--- src/rtl/fifo_pwm_pkg.sv ---
package fifo_pwm_pkg;

   localparam int OFF_CTL = 'h00;
   localparam int OFF_STA = 'h04;
   localparam int OFF_SMP = 'h0C;
   localparam int OFF_PER = 'h10;

   localparam int CTL_EN_BIT   = 0;
   localparam int CTL_REP_LSB  = 1;
   localparam int CTL_SWR_BIT  = 3;
   localparam int CTL_DIV_LSB  = 4;
   localparam int CTL_MODE_LSB = 18;

   localparam int STA_EMPTY_BIT = 3;
   localparam int STA_ROV_BIT   = 4;
   localparam int STA_CMP_BIT   = 5;
   localparam int STA_FWE_BIT   = 6;

   typedef enum logic [1:0] {
      OUT_NORMAL = 2'd0,
      OUT_INVERT = 2'd1,
      OUT_OFF    = 2'd2,
      OUT_RSVD   = 2'd3
   } out_mode_e;

endpackage

--- src/rtl/fifo_pwm_fifo.sv ---
module fifo_pwm_fifo #(
   parameter int W     = 16,
   parameter int DEPTH = 4,
   localparam int PTR_W = (DEPTH > 1) ? $clog2(DEPTH) : 1,
   localparam int FCW   = $clog2(DEPTH + 1)
) (
   input  logic           clk,
   input  logic           rst_n,
   input  logic           clear,
   input  logic           push,
   input  logic [W-1:0]   din,
   input  logic           pop,
   output logic [W-1:0]   dout,
   output logic [FCW-1:0] count,
   output logic           full,
   output logic           empty
);

   logic [W-1:0]     mem [DEPTH];
   logic [PTR_W-1:0] wr_ptr, rd_ptr, wr_nxt, rd_nxt;

   generate
      if ((1 << PTR_W) == DEPTH) begin : g_pow2
         assign wr_nxt = wr_ptr + 1'b1;
         assign rd_nxt = rd_ptr + 1'b1;
      end else begin : g_wrap
         assign wr_nxt = (wr_ptr == PTR_W'(DEPTH - 1)) ? '0 : wr_ptr + 1'b1;
         assign rd_nxt = (rd_ptr == PTR_W'(DEPTH - 1)) ? '0 : rd_ptr + 1'b1;
      end
   endgenerate

   always_ff @(posedge clk) begin
      if (push) mem[wr_ptr] <= din;
   end

   always_ff @(posedge clk or negedge rst_n) begin
      if (!rst_n) begin
         wr_ptr <= '0;
         rd_ptr <= '0;
         count  <= '0;
      end else if (clear) begin
         wr_ptr <= '0;
         rd_ptr <= '0;
         count  <= '0;
      end else begin
         if (push) wr_ptr <= wr_nxt;
         if (pop)  rd_ptr <= rd_nxt;
         count <= count + FCW'(push) - FCW'(pop);
      end
   end

   assign dout  = mem[rd_ptr];
   assign full  = (count == FCW'(DEPTH));
   assign empty = (count == '0);

endmodule

--- src/rtl/fifo_pwm_core.sv ---
module fifo_pwm_core #(
   parameter int CNT_W = 16,
   parameter int PRE_W = 12
) (
   input  logic             clk,
   input  logic             rst_n,
   input  logic             clear,
   input  logic             en,
   input  logic [PRE_W-1:0] div,
   input  logic [CNT_W-1:0] period,
   input  logic [1:0]       rep,
   input  logic             smp_avail,
   input  logic [CNT_W-1:0] smp_data,
   output logic             smp_pop,
   output logic [CNT_W-1:0] cmp_val,
   output logic             active,
   output logic             roll_evt,
   output logic             cmp_evt
);

   localparam logic [CNT_W-1:0] PER_MAX    = {{(CNT_W-1){1'b1}}, 1'b0};
   localparam logic [3:0]       USES_SPENT = 4'd8;

   logic [PRE_W-1:0] pre_cnt;
   logic [CNT_W-1:0] cnt, per_eff, cnt_top;
   logic [3:0]       uses, uses_inc, reps;
   logic             tick;

   assign per_eff  = (period > PER_MAX) ? PER_MAX : period;
   assign cnt_top  = per_eff + 1'b1;
   assign tick     = en && (pre_cnt == div);
   assign roll_evt = tick && (cnt == cnt_top);
   assign cmp_evt  = tick && (cnt == cmp_val);
   assign reps     = 4'd1 << rep;
   assign uses_inc = (uses == USES_SPENT) ? USES_SPENT : uses + 4'd1;
   assign smp_pop  = roll_evt && (uses_inc >= reps) && smp_avail;
   assign active   = (cnt < cmp_val);

   always_ff @(posedge clk or negedge rst_n) begin
      if (!rst_n) begin
         pre_cnt <= '0;
         cnt     <= '0;
         cmp_val <= '0;
         uses    <= USES_SPENT;
      end else if (clear) begin
         pre_cnt <= '0;
         cnt     <= '0;
         cmp_val <= '0;
         uses    <= USES_SPENT;
      end else begin
         if (!en) begin
            pre_cnt <= '0;
            cnt     <= '0;
         end else begin
            pre_cnt <= tick ? '0 : pre_cnt + 1'b1;
            if (tick) cnt <= roll_evt ? '0 : cnt + 1'b1;
         end
         if (roll_evt) begin
            if (smp_pop) begin
               cmp_val <= smp_data;
               uses    <= '0;
            end else begin
               uses <= uses_inc;
            end
         end
      end
   end

endmodule

--- src/rtl/fifo_pwm.sv ---
module fifo_pwm
   import fifo_pwm_pkg::*;
#(
   parameter int CNT_W      = 16,
   parameter int PRE_W      = 12,
   parameter int FIFO_DEPTH = 4,
   parameter int SWR_CYCLES = 4,
   parameter int ADDR_W     = 5,
   parameter int DATA_W     = 32
) (
   input  logic              clk,
   input  logic              rst_n,
   input  logic [ADDR_W-1:0] bus_addr,
   input  logic              bus_wr,
   input  logic              bus_rd,
   input  logic [DATA_W-1:0] bus_wdata,
   output logic [DATA_W-1:0] bus_rdata,
   output logic              pwm_out
);

   localparam int FCNT_W = $clog2(FIFO_DEPTH + 1);
   localparam int SWR_W  = $clog2(SWR_CYCLES + 1);

   if (CNT_W < 4 || CNT_W > 16) begin : g_bad_cnt
      $error("CNT_W must lie in 4..16");
   end
   if (PRE_W < 1 || PRE_W > 12) begin : g_bad_pre
      $error("PRE_W must lie in 1..12");
   end
   if (FIFO_DEPTH < 2 || FIFO_DEPTH > 7) begin : g_bad_depth
      $error("FIFO_DEPTH must lie in 2..7");
   end
   if (SWR_CYCLES < 1) begin : g_bad_swr
      $error("SWR_CYCLES must be at least 1");
   end
   if (DATA_W != 32 || ADDR_W < 5) begin : g_bad_bus
      $error("bus must be 32 bits wide with at least 5 address bits");
   end

   logic             ctl_en;
   logic [1:0]       ctl_rep;
   logic [PRE_W-1:0] ctl_div;
   out_mode_e        ctl_mode;
   logic [SWR_W-1:0] swr_cnt;
   logic [CNT_W-1:0] per_q;
   logic             fl_fwe, fl_cmp, fl_rov;

   logic              wr_ctl, wr_sta, wr_smp, wr_per;
   logic              swr_busy, swr_start;
   logic              fifo_full, fifo_empty, smp_push, smp_wr_err, smp_pop;
   logic [FCNT_W-1:0] fifo_count;
   logic [CNT_W-1:0]  fifo_head, cmp_val;
   logic              core_active, roll_evt, cmp_evt, mode_out;
   logic [DATA_W-1:0] rd_mux;
   logic              unused_wdata;

   assign wr_ctl     = bus_wr && (bus_addr == ADDR_W'(OFF_CTL));
   assign wr_sta     = bus_wr && (bus_addr == ADDR_W'(OFF_STA));
   assign wr_smp     = bus_wr && (bus_addr == ADDR_W'(OFF_SMP));
   assign wr_per     = bus_wr && (bus_addr == ADDR_W'(OFF_PER));
   assign swr_busy   = (swr_cnt != '0);
   assign swr_start  = wr_ctl && bus_wdata[CTL_SWR_BIT] && !swr_busy;
   assign smp_push   = wr_smp && !swr_busy && !fifo_full;
   assign smp_wr_err = wr_smp && !swr_busy && fifo_full;
   assign unused_wdata = &{1'b0, bus_wdata};

   always_ff @(posedge clk or negedge rst_n) begin
      if (!rst_n) begin
         ctl_en   <= 1'b0;
         ctl_rep  <= '0;
         ctl_div  <= '0;
         ctl_mode <= OUT_NORMAL;
         swr_cnt  <= '0;
         per_q    <= '0;
         fl_fwe   <= 1'b0;
         fl_cmp   <= 1'b0;
         fl_rov   <= 1'b0;
      end else begin
         if (swr_busy) begin
            swr_cnt <= swr_cnt - 1'b1;
         end else if (swr_start) begin
            swr_cnt  <= SWR_W'(SWR_CYCLES);
            ctl_en   <= 1'b0;
            ctl_rep  <= '0;
            ctl_div  <= '0;
            ctl_mode <= OUT_NORMAL;
         end else if (wr_ctl) begin
            ctl_en   <= bus_wdata[CTL_EN_BIT];
            ctl_rep  <= bus_wdata[CTL_REP_LSB +: 2];
            ctl_div  <= bus_wdata[CTL_DIV_LSB +: PRE_W];
            ctl_mode <= out_mode_e'(bus_wdata[CTL_MODE_LSB +: 2]);
         end
         if (wr_per) per_q <= bus_wdata[CNT_W-1:0];
         if (swr_busy || swr_start) begin
            fl_fwe <= 1'b0;
            fl_cmp <= 1'b0;
            fl_rov <= 1'b0;
         end else begin
            fl_fwe <= smp_wr_err | (fl_fwe & ~(wr_sta & bus_wdata[STA_FWE_BIT]));
            fl_cmp <= cmp_evt    | (fl_cmp & ~(wr_sta & bus_wdata[STA_CMP_BIT]));
            fl_rov <= roll_evt   | (fl_rov & ~(wr_sta & bus_wdata[STA_ROV_BIT]));
         end
      end
   end

   fifo_pwm_fifo #(.W(CNT_W), .DEPTH(FIFO_DEPTH)) u_fifo (
      .clk   (clk),
      .rst_n (rst_n),
      .clear (swr_busy),
      .push  (smp_push),
      .din   (bus_wdata[CNT_W-1:0]),
      .pop   (smp_pop),
      .dout  (fifo_head),
      .count (fifo_count),
      .full  (fifo_full),
      .empty (fifo_empty)
   );

   fifo_pwm_core #(.CNT_W(CNT_W), .PRE_W(PRE_W)) u_core (
      .clk       (clk),
      .rst_n     (rst_n),
      .clear     (swr_busy),
      .en        (ctl_en),
      .div       (ctl_div),
      .period    (per_q),
      .rep       (ctl_rep),
      .smp_avail (!fifo_empty),
      .smp_data  (fifo_head),
      .smp_pop   (smp_pop),
      .cmp_val   (cmp_val),
      .active    (core_active),
      .roll_evt  (roll_evt),
      .cmp_evt   (cmp_evt)
   );

   always_comb begin
      case (ctl_mode)
         OUT_NORMAL: mode_out = core_active;
         OUT_INVERT: mode_out = !core_active;
         default:    mode_out = 1'b0;
      endcase
   end
   assign pwm_out = ctl_en && mode_out;

   always_comb begin
      rd_mux = '0;
      if (bus_addr == ADDR_W'(OFF_CTL)) begin
         rd_mux[CTL_EN_BIT]            = ctl_en;
         rd_mux[CTL_REP_LSB +: 2]      = ctl_rep;
         rd_mux[CTL_SWR_BIT]           = swr_busy;
         rd_mux[CTL_DIV_LSB +: PRE_W]  = ctl_div;
         rd_mux[CTL_MODE_LSB +: 2]     = ctl_mode;
      end else if (bus_addr == ADDR_W'(OFF_STA)) begin
         rd_mux[FCNT_W-1:0]   = fifo_count;
         rd_mux[STA_EMPTY_BIT] = fifo_empty;
         rd_mux[STA_ROV_BIT]   = fl_rov;
         rd_mux[STA_CMP_BIT]   = fl_cmp;
         rd_mux[STA_FWE_BIT]   = fl_fwe;
      end else if (bus_addr == ADDR_W'(OFF_SMP)) begin
         rd_mux[CNT_W-1:0] = ctl_en ? cmp_val : '0;
      end else if (bus_addr == ADDR_W'(OFF_PER)) begin
         rd_mux[CNT_W-1:0] = per_q;
      end
   end

   always_ff @(posedge clk or negedge rst_n) begin
      if (!rst_n)      bus_rdata <= '0;
      else if (bus_rd) bus_rdata <= rd_mux;
   end

endmodule

--- config.mk ---
export PLATFORM = sky130hd
export DESIGN_NAME = fifo_pwm
export DESIGN_NICKNAME = d
export VERILOG_FILES = /design/src/rtl/fifo_pwm_pkg.sv /design/src/rtl/fifo_pwm_fifo.sv /design/src/rtl/fifo_pwm_core.sv /design/src/rtl/fifo_pwm.sv
export SDC_FILE = /design/constraint.sdc
export NUM_CORES = 1
export LEC_CHECK = 0
export ABC_AREA = 1
export BUFFER_PORTS_ARGS = -buffer_cell sky130_fd_sc_hd__buf_4
export CORE_MARGIN = 2
export CORE_UTILIZATION = 60
export DETAILED_ROUTE_END_ITERATION = 8
export PLACE_DENSITY = 0.83
export SLEW_MARGIN = 5
export SYNTH_ARGS = -nofsm -noshare
export SYNTH_HDL_FRONTEND = slang
export SYNTH_SLANG_ARGS = --single-unit
--- constraint.sdc ---
create_clock -name clk -period 3.7 [get_ports clk]
set_input_delay 0.555 -clock clk [delete_from_list [all_inputs] [get_ports clk]]
set_output_delay 0.555 -clock clk [all_outputs]
set_load 0.01 [all_outputs]
==> results of run 1 <==
==> flip-flops by register name, indices dropped and copies added, names as in the netlist <==
| name | count |
|---|---|
| bus_rdata | 18 |
| ctl_div | 12 |
| ctl_en | 1 |
| ctl_mode | 2 |
| ctl_rep | 2 |
| fl_cmp | 1 |
| fl_fwe | 1 |
| fl_rov | 1 |
| per_q | 16 |
| swr_cnt | 3 |
| u_core.cmp_val | 16 |
| u_core.cnt | 16 |
| u_core.pre_cnt | 12 |
| u_core.uses | 4 |
| u_fifo.count | 3 |
| u_fifo.mem | 64 |
| u_fifo.rd_ptr | 2 |
| u_fifo.wr_ptr | 2 |
==> cells by family after synthesis <==
kind of cell,Yosys count,synth area share (%)
DFF,176,49.2
adders and majority gates,33,4.38
and+or+nand+nor,464,23.1
xor gates and xnor gates,30,2.81
muxes,1,0.117
other,1,0.0390
buffers and inverters,182,8.22
AOI/OAI and AO/OA,206,12.2
==> through the flow <==
step	instances	total power [mW]	hold slack, ns
final	1381	5.36	0.166
after global routing	1381	5.59	0.228
after CTS	1370	5.27	0.192
after detailed placement	1338	3.47	0.468
after global placement	1338	3.44	0.466
after floorplan	1106	3.13	0.259
==> power by group through the flow <==
stage               Combinational, mW  Clock [mW]  Sequential, mW
floorplan                       0.815           0            2.32
global placement                 1.11           0            2.33
detailed placement               1.13           0            2.34
CTS                              1.14        1.82            2.30
global route                     1.36        1.91            2.32
finish                           1.23        1.81            2.31
==> layout by cell type, fill, tap and decap left out, types with 3 or more instances in the layout <==
master     instances
nand3_2           10
dfrtp_2            3
nor2_2             5
nand3_1           66
nor2_1           120
inv_6              3
xor2_1            18
a31oi_1            4
inv_2              5
nor3_1            20
ha_1              30
xnor2_1            9
a21oi_1           58
o21ai_0           89
nand4_1           31
nand3_4            4
nand2_4            3
o31ai_1            6
edfxtp_1          64
o2111ai_1          4
clkinv_4           3
clkbuf_16         17
nand2_2            9
nand2_1          179
or2_2              3
conb_1            14
o221ai_1           4
buf_4             79
a32oi_1            9
inv_1            122
nor2_8             3
o22ai_1           20
nor2_4             8
dfrtp_1          108
==> critical path: stages, from the launching register on <==
cell and delay [ns]:
dfrtp_1 0.40, nand2_2 0.12, nor2_4 0.22, nand2_4 0.10
nor2_8 0.14, nor2_4 0.07, ha_4 0.17, xnor2_1 0.17
inv_1 0.08, nand2_1 0.10, nand2_1 0.07, nor2_1 0.13
nand3_1 0.11, nor3_1 0.16, nand4_1 0.20, nor2_1 0.17
ha_1 0.26, inv_1 0.07, ha_1 0.14, inv_1 0.05
fa_2 0.51, nor2_1 0.04
==> cell type report <==
cell class                      instances  share of cell area, %
Clock buffer                           19                   3.98
Sequential cell                       176                   43.4
Multi-Input combinational cell        748                   38.6
Inverter                              129                   4.46
Timing Repair Buffer                   80                   5.63
Clock inverter                         13                   1.42
Tap cell                              216                   2.48
==> routing by layer <==
metal / routed length, um / vias to the layer above
met2: 12000 / 429
li1: - / 3788
met1: 10000 / 3897
met5: 0 / -
met4: 1320 / 0
met3: 2130 / 93
==> final timing paths <==
check	start	endpoint	slack [ns]
max in group asynchronous	rst_n	per_q[10]	2.76
min in group clk	bus_wdata[6]	u_fifo.mem[0][6]	0.34
worst min register to register	bus_rdata[2]	bus_rdata[2]	0.49
worst max register to register	per_q[0]	u_fifo.count[1]	0.12
worst min-delay path	rst_n	u_core.cnt[1]	0.17
worst max-delay path	per_q[0]	u_fifo.count[1]	0.12
==> repair_timing <==
action,4_1_cts,5_1_grt
endpoints found under the hold margin,0,0
setup buffers,0,11
resized for setup,0,16
endpoints found under the setup margin,0,2
==> impl_metrics.sql, run 1 <==
INSERT INTO impl_metrics (metric_group, metric, value, unit) VALUES
('power_and_ir_drop', 'power.internal', '3.56', 'mW'),
('cts', 'cts_buffer_depth', '2', ''),
('worst_setup_path', 'crit_fanout', '4', ''),
('sta', 'fin_skew', '0.0195', 'ns'),
('placed_design', 'place_hpwl', '17500', 'um'),
('logic_synthesis', 'primary_ff_master_synth', 'dfrtp_1', ''),
('die', 'design.core.area', '15800', 'sq um'),
('logic_synthesis', 'synthDominantAreaCellType', 'dfrtp_1', ''),
('detailed_routing', 'route.detailed.wl_per_inst', '18.5', 'um'),
('worst_setup_path', 'start_kind', 'flip-flop', ''),
('detailed_routing', 'remaining_drc_errors', '0', ''),
('power_and_ir_drop', 'p_sw_share', '33.5', '%'),
('logic_synthesis', 'yosys.cell_types.count', '53', ''),
('sta', 'fin_crit_sh', '96.7', '%'),
('worst_setup_path', 'rr_worst_depth', '21', ''),
('hold_path', 'hold_path_class', 'in -> async', ''),
('placed_design', 'area_of_placed_instances', '10200', 'sq um'),
('logic_synthesis', 'ys_seq_area_share', '49.2', '%'),
('cts', 'holdBufCountCts', '0', ''),
('finish', 'n_diodes', '0', ''),
('logic_synthesis', 'syn_avg_cell_area', '8.79', 'sq um'),
('global_routing', 'gr_util_met1', '40.1', '%'),
('sta', 'worst_slew_margin_rel', '34.5', '%'),
('finish', 'fill_cells', '1200', ''),
('logic_synthesis', 'ys_ff_latch', '176', ''),
('cts', 'cts_tree', 'built', ''),
('worst_setup_path', 'cp.required', '4.02', 'ns'),
('power_and_ir_drop', 'sequentialPowerShare', '43.1', '%'),
('finish', 'multi_input_logic_area', '4200', 'sq um'),
('global_routing', 'top_usage_layer', 'met2', ''),
('worst_setup_path', 'worst_ep_arrival_time', '3.90', 'ns'),
('global_routing', 'grt_antenna_before_repair', '0', ''),
('cts', 'cts-root-buf', 'clkbuf_16', ''),
('power_and_ir_drop', 'vdd.ir_drop.worst', '362', 'uV'),
('detailed_routing', 'detail_route.vias_per_cell', '5.94', ''),
('finish', 'reg_area', '4730', 'sq um'),
('sta', 'setup_viol', '0', ''),
('placed_design', 'gp_congestion', '0.944', ''),
('worst_setup_path', 'critPathCaptureType', 'flip-flop', ''),
('power_and_ir_drop', 'p_switching', '1.79', 'mW'),
('global_routing', 'grt.total_usage', '31.4', '%'),
('logic_synthesis', 'synth_most_common_cell', 'nand2_1', ''),
('logic_synthesis', 'yosys-top-cells-count', 'nand2_1, inv_1, nor2_1', ''),
('worst_setup_path', 'crit_type', 'reg -> reg', ''),
('finish', 'fin_util', '69.0', '%'),
('detailed_routing', 'first_pass_iters', '7', ''),
('sta', 'final_period_minus_worst_setup_slack', '3.58', 'ns'),
('global_routing', 'grt_remaining_overflow', '0', ''),
('detailed_routing', 'drtIter0Drc', '854', ''),
('die', 'design.die.area', '17000', 'sq um'),
('sta', 'maxClockFrequency', '0.279', 'GHz'),
('logic_synthesis', 'syn-instance-count', '1093', ''),
('finish', 'num-nets-final', '1226', ''),
('placed_design', 'buffer_ports.inserted', '45', ''),
('global_routing', 'grt_pass1_wl', '40400', 'um'),
('die', 'standard_cell_row_count', '46', ''),
('die', 'fp.dieW', '131', 'um'),
('status', 'run_status', 'complete, no violations', ''),
('logic_synthesis', 'synth-edff-count', '64', ''),
('sta', 'drv_slew', '0', ''),
('run', 'max_cap_violation_count', '0', ''),
('global_routing', 'grt_util_met3', '6.27', '%'),
('logic_synthesis', 'synth-async-reset-ratio', '63.6', '%'),
('die', 'initial_utilization', '60.9', '%'),
('power_and_ir_drop', 'pwr-share-clk', '33.8', '%'),
('cts', 'cts.sinks', '176', ''),
('sta', 'actual_slew_at_the_worst_max_slew_pin', '0.980', 'ns'),
('cts', 'cts-buffers-inserted', '17', ''),
('global_routing', 'grt_max_degree', '60', ''),
('sta', 'final.setup.tns', '0', 'ns'),
('global_routing', 'grt_pass1_vias', '7934', '');
No activity file was read; power rests on OpenSTA's default activity.
==> inputs of run 2 (changes only) <==
CORE_MARGIN = 4   (was 2)
REMOVE_ABC_BUFFERS = 1   (was default)
==> impl_metrics.sql, run 2 (same netlist as run 1, synthesis figures left out) <==
INSERT INTO impl_metrics (metric_group, metric, value, unit) VALUES
('status', 'run_status', 'complete, no violations', ''),
('power_and_ir_drop', 'p_sw_share', '34.0', '%'),
('die', 'design.die.area', '18100', 'sq um'),
('die', 'fp.dieW', '135', 'um'),
('cts', 'cts-htree-levels', '4', ''),
('finish', 'n_diodes', '0', ''),
('worst_setup_path', 'worst_ep_arrival_time', '3.85', 'ns'),
('die', 'standard_cell_row_count', '45', ''),
('run', 'max_cap_violation_count', '0', ''),
('cts', 'cts.sinks', '176', ''),
('hold_path', 'hold_path_class', 'in -> async', ''),
('power_and_ir_drop', 'pwr-share-clk', '33.5', '%'),
('finish', 'layout.cells.most_common_list', 'nand2_1, inv_1, nor2_1', ''),
('placed_design', 'buffer_ports.inserted', '45', ''),
('worst_setup_path', 'critPathCaptureType', 'flip-flop', ''),
('die', 'die_h', '135', 'um'),
('finish', 'finalInstanceArea', '10900', 'sq um'),
('die', 'initial_utilization', '62.3', '%'),
('power_and_ir_drop', 'vdd.ir_drop.worst', '428', 'uV'),
('worst_setup_path', 'start_kind', 'flip-flop', ''),
('global_routing', 'grt_remaining_overflow', '0', ''),
('sta', 'fin_skew', '0.00851', 'ns'),
('finish', 'fill_cells', '1163', ''),
('global_routing', 'grt_max_degree', '60', ''),
('detailed_routing', 'totalWireLength', '26200', 'um'),
('worst_setup_path', 'cp.buffers_inverters', '4', ''),
('finish', 'layout.cells.most_common', 'nand2_1', ''),
('detailed_routing', 'detail_route.vias_per_cell', '6.03', ''),
('sta', 'final_period_minus_worst_setup_slack', '3.54', 'ns'),
('finish', 'drive_gt1_share', '14.8', '%'),
('global_routing', 'grt_pass1_wl', '41600', 'um'),
('detailed_routing', 'route.detailed.wl_per_inst', '19.1', 'um'),
('cts', 'cts_tree', 'built', ''),
('finish', 'fin_util', '70.4', '%'),
('cts', 'holdBufCountCts', '0', ''),
('sta', 'setup_viol', '0', ''),
('placed_design', 'place_hpwl', '18600', 'um'),
('power_and_ir_drop', 'sequentialPowerShare', '43.0', '%'),
('detailed_routing', 'drtAntennaViolNets', '0', ''),
('detailed_routing', 'first_pass_iters', '5', ''),
('cts', 'cts-buffers-inserted', '17', ''),
('finish', 'num-nets-final', '1226', ''),
('cts', 'cts_buffer_depth', '2', ''),
('power_and_ir_drop', 'overall_power', '5.34', 'mW'),
('power_and_ir_drop', 'power.combinational.fraction', '23.5', '%'),
('placed_design', 'area_of_placed_instances', '10200', 'sq um'),
('worst_setup_path', 'crit_fanout', '3', ''),
('cts', 'cts.reportedPaths.clkPinSlew', '0.07', 'ns'),
('finish', 'layout_top_registers', 'u_fifo.mem x64, bus_rdata x18', ''),
('power_and_ir_drop', 'powerDensity', '491', 'nW/um^2'),
('die', 'design.core.area', '15400', 'sq um'),
('detailed_routing', 'drtIter0Drc', '908', ''),
('global_routing', 'grt_antenna_before_repair', '0', ''),
('finish', 'registers.top_by_ff_count', 'u_fifo.mem', ''),
('detailed_routing', 'remaining_drc_errors', '0', ''),
('die', 'top_level_ports', '74', ''),
('power_and_ir_drop', 'p_switching', '1.81', 'mW'),
('worst_setup_path', 'critical_path.most_common_cell', 'nor2_1', ''),
('worst_setup_path', 'critPathMaxStageDelay', '0.40', 'ns'),
('global_routing', 'grt.total_usage', '29.5', '%'),
('worst_setup_path', 'worst_path_max_delay_cell', 'dfrtp_1', ''),
('global_routing', 'grt_pass1_vias', '7952', ''),
('worst_setup_path', 'crit_type', 'reg -> reg', ''),
('sta', 'fin_crit_sh', '95.6', '%'),
('worst_setup_path', 'cp.required', '4.01', 'ns'),
('cts', 'cts-root-buf', 'clkbuf_16', ''),
('placed_design', 'gp_congestion', '0.966', ''),
('sta', 'worst_slew_margin_rel', '34.9', '%'),
('power_and_ir_drop', 'power.internal', '3.52', 'mW'),
('sta', 'drv_slew', '0', ''),
('sta', 'actual_slew_at_the_worst_max_slew_pin', '0.975', 'ns'),
('cts', 'clk-insertion-delay-late', '0.43', 'ns'),
('sta', 'timing.final.hold_violations', '0', ''),
('finish', 'largest_reg_flops', '64', ''),
('sta', 'maxClockFrequency', '0.283', 'GHz'),
('finish', 'areaGrowthSynthToFinish', '13.1', '%'),
('power_and_ir_drop', 'p_leak', '4.85', 'nW'),
('worst_setup_path', 'timing.critical_path.max_delay_family', 'simple AND/OR/NAND/NOR gates', ''),
('detailed_routing', 'vias', '8294', '');
-- run 2: changes by cell type in the layout (fill, tap and decap cells not counted), sizes merged --
cell | previous run | this run
clkbuf | 19 | 18
clkinvlp | 2 | 1
bufinv | 2 | 1
inv | 132 | 134
clkinv | 6 | 7
-- run 2: cell type report --
type | count | area (sq um) | area share [%]
Timing Repair Buffer | 80 | 613 | 5.64
Sequential cell | 176 | 4730 | 43.5
Multi-Input combinational cell | 748 | 4190 | 38.5
Clock inverter | 14 | 146 | 1.35
Tap cell | 211 | 264 | 2.43
Clock buffer | 18 | 439 | 4.04
Inverter | 129 | 485 | 4.47
-- run 2: worst paths after layout --
kind | end | startpoint | cells after the start | slack, ns
setup / recovery | u_fifo.count[2] | per_q[13] | 25 | 0.16
hold / removal | u_core.cnt[9] | rst_n | 1 | 0.19
setup reg to reg | u_fifo.count[2] | per_q[13] | 25 | 0.16
hold reg to reg | bus_rdata[5] | bus_rdata[5] | 2 | 0.48
max in group asynchronous | ctl_div[2] | rst_n | 2 | 2.75
min in group clk | u_fifo.mem[1][3] | bus_wdata[3] | 1 | 0.36
-- run 2: timing repair --
item / CTS / global route
endpoints found under the setup margin: 0 / 4
buffers inserted: 0 / 5
resized for setup: 0 / 10
-- run 2: power by group through the flow --
stage,Combinational (mW),Sequential (mW),Clock [mW]
final,1.26,2.29,1.79
after global routing,1.37,2.31,1.88
after CTS,1.19,2.29,1.79
after detailed placement,1.16,2.32,0
after global placement,1.12,2.32,0
after floorplan,0.697,2.33,0
-- run 2: routing by layer --
metal  global-route usage (%)  routed length, um
met2                     47.2              12100
met5                        0                  0
met4                     12.7               1110
met1                     39.7              10100
met3                     5.89               2890
-- run 2: stage by stage --
| step | TNS [ns] | setup slack [ns] | hold WS (ns) | std cells |
|---|---|---|---|---|
| 2_1_floorplan | 0 | 0.444 | 0.259 | 1053 |
| 3_3_place_gp | 0 | 0.203 | 0.468 | 1339 |
| 3_5_place_dp | 0 | 0.0954 | 0.467 | 1339 |
| 4_1_cts | 0 | 0.0735 | 0.216 | 1371 |
| 5_1_grt | -0.0506 | -0.0506 | 0.252 | 1376 |
| 6_report | 0 | 0.162 | 0.186 | 1376 |
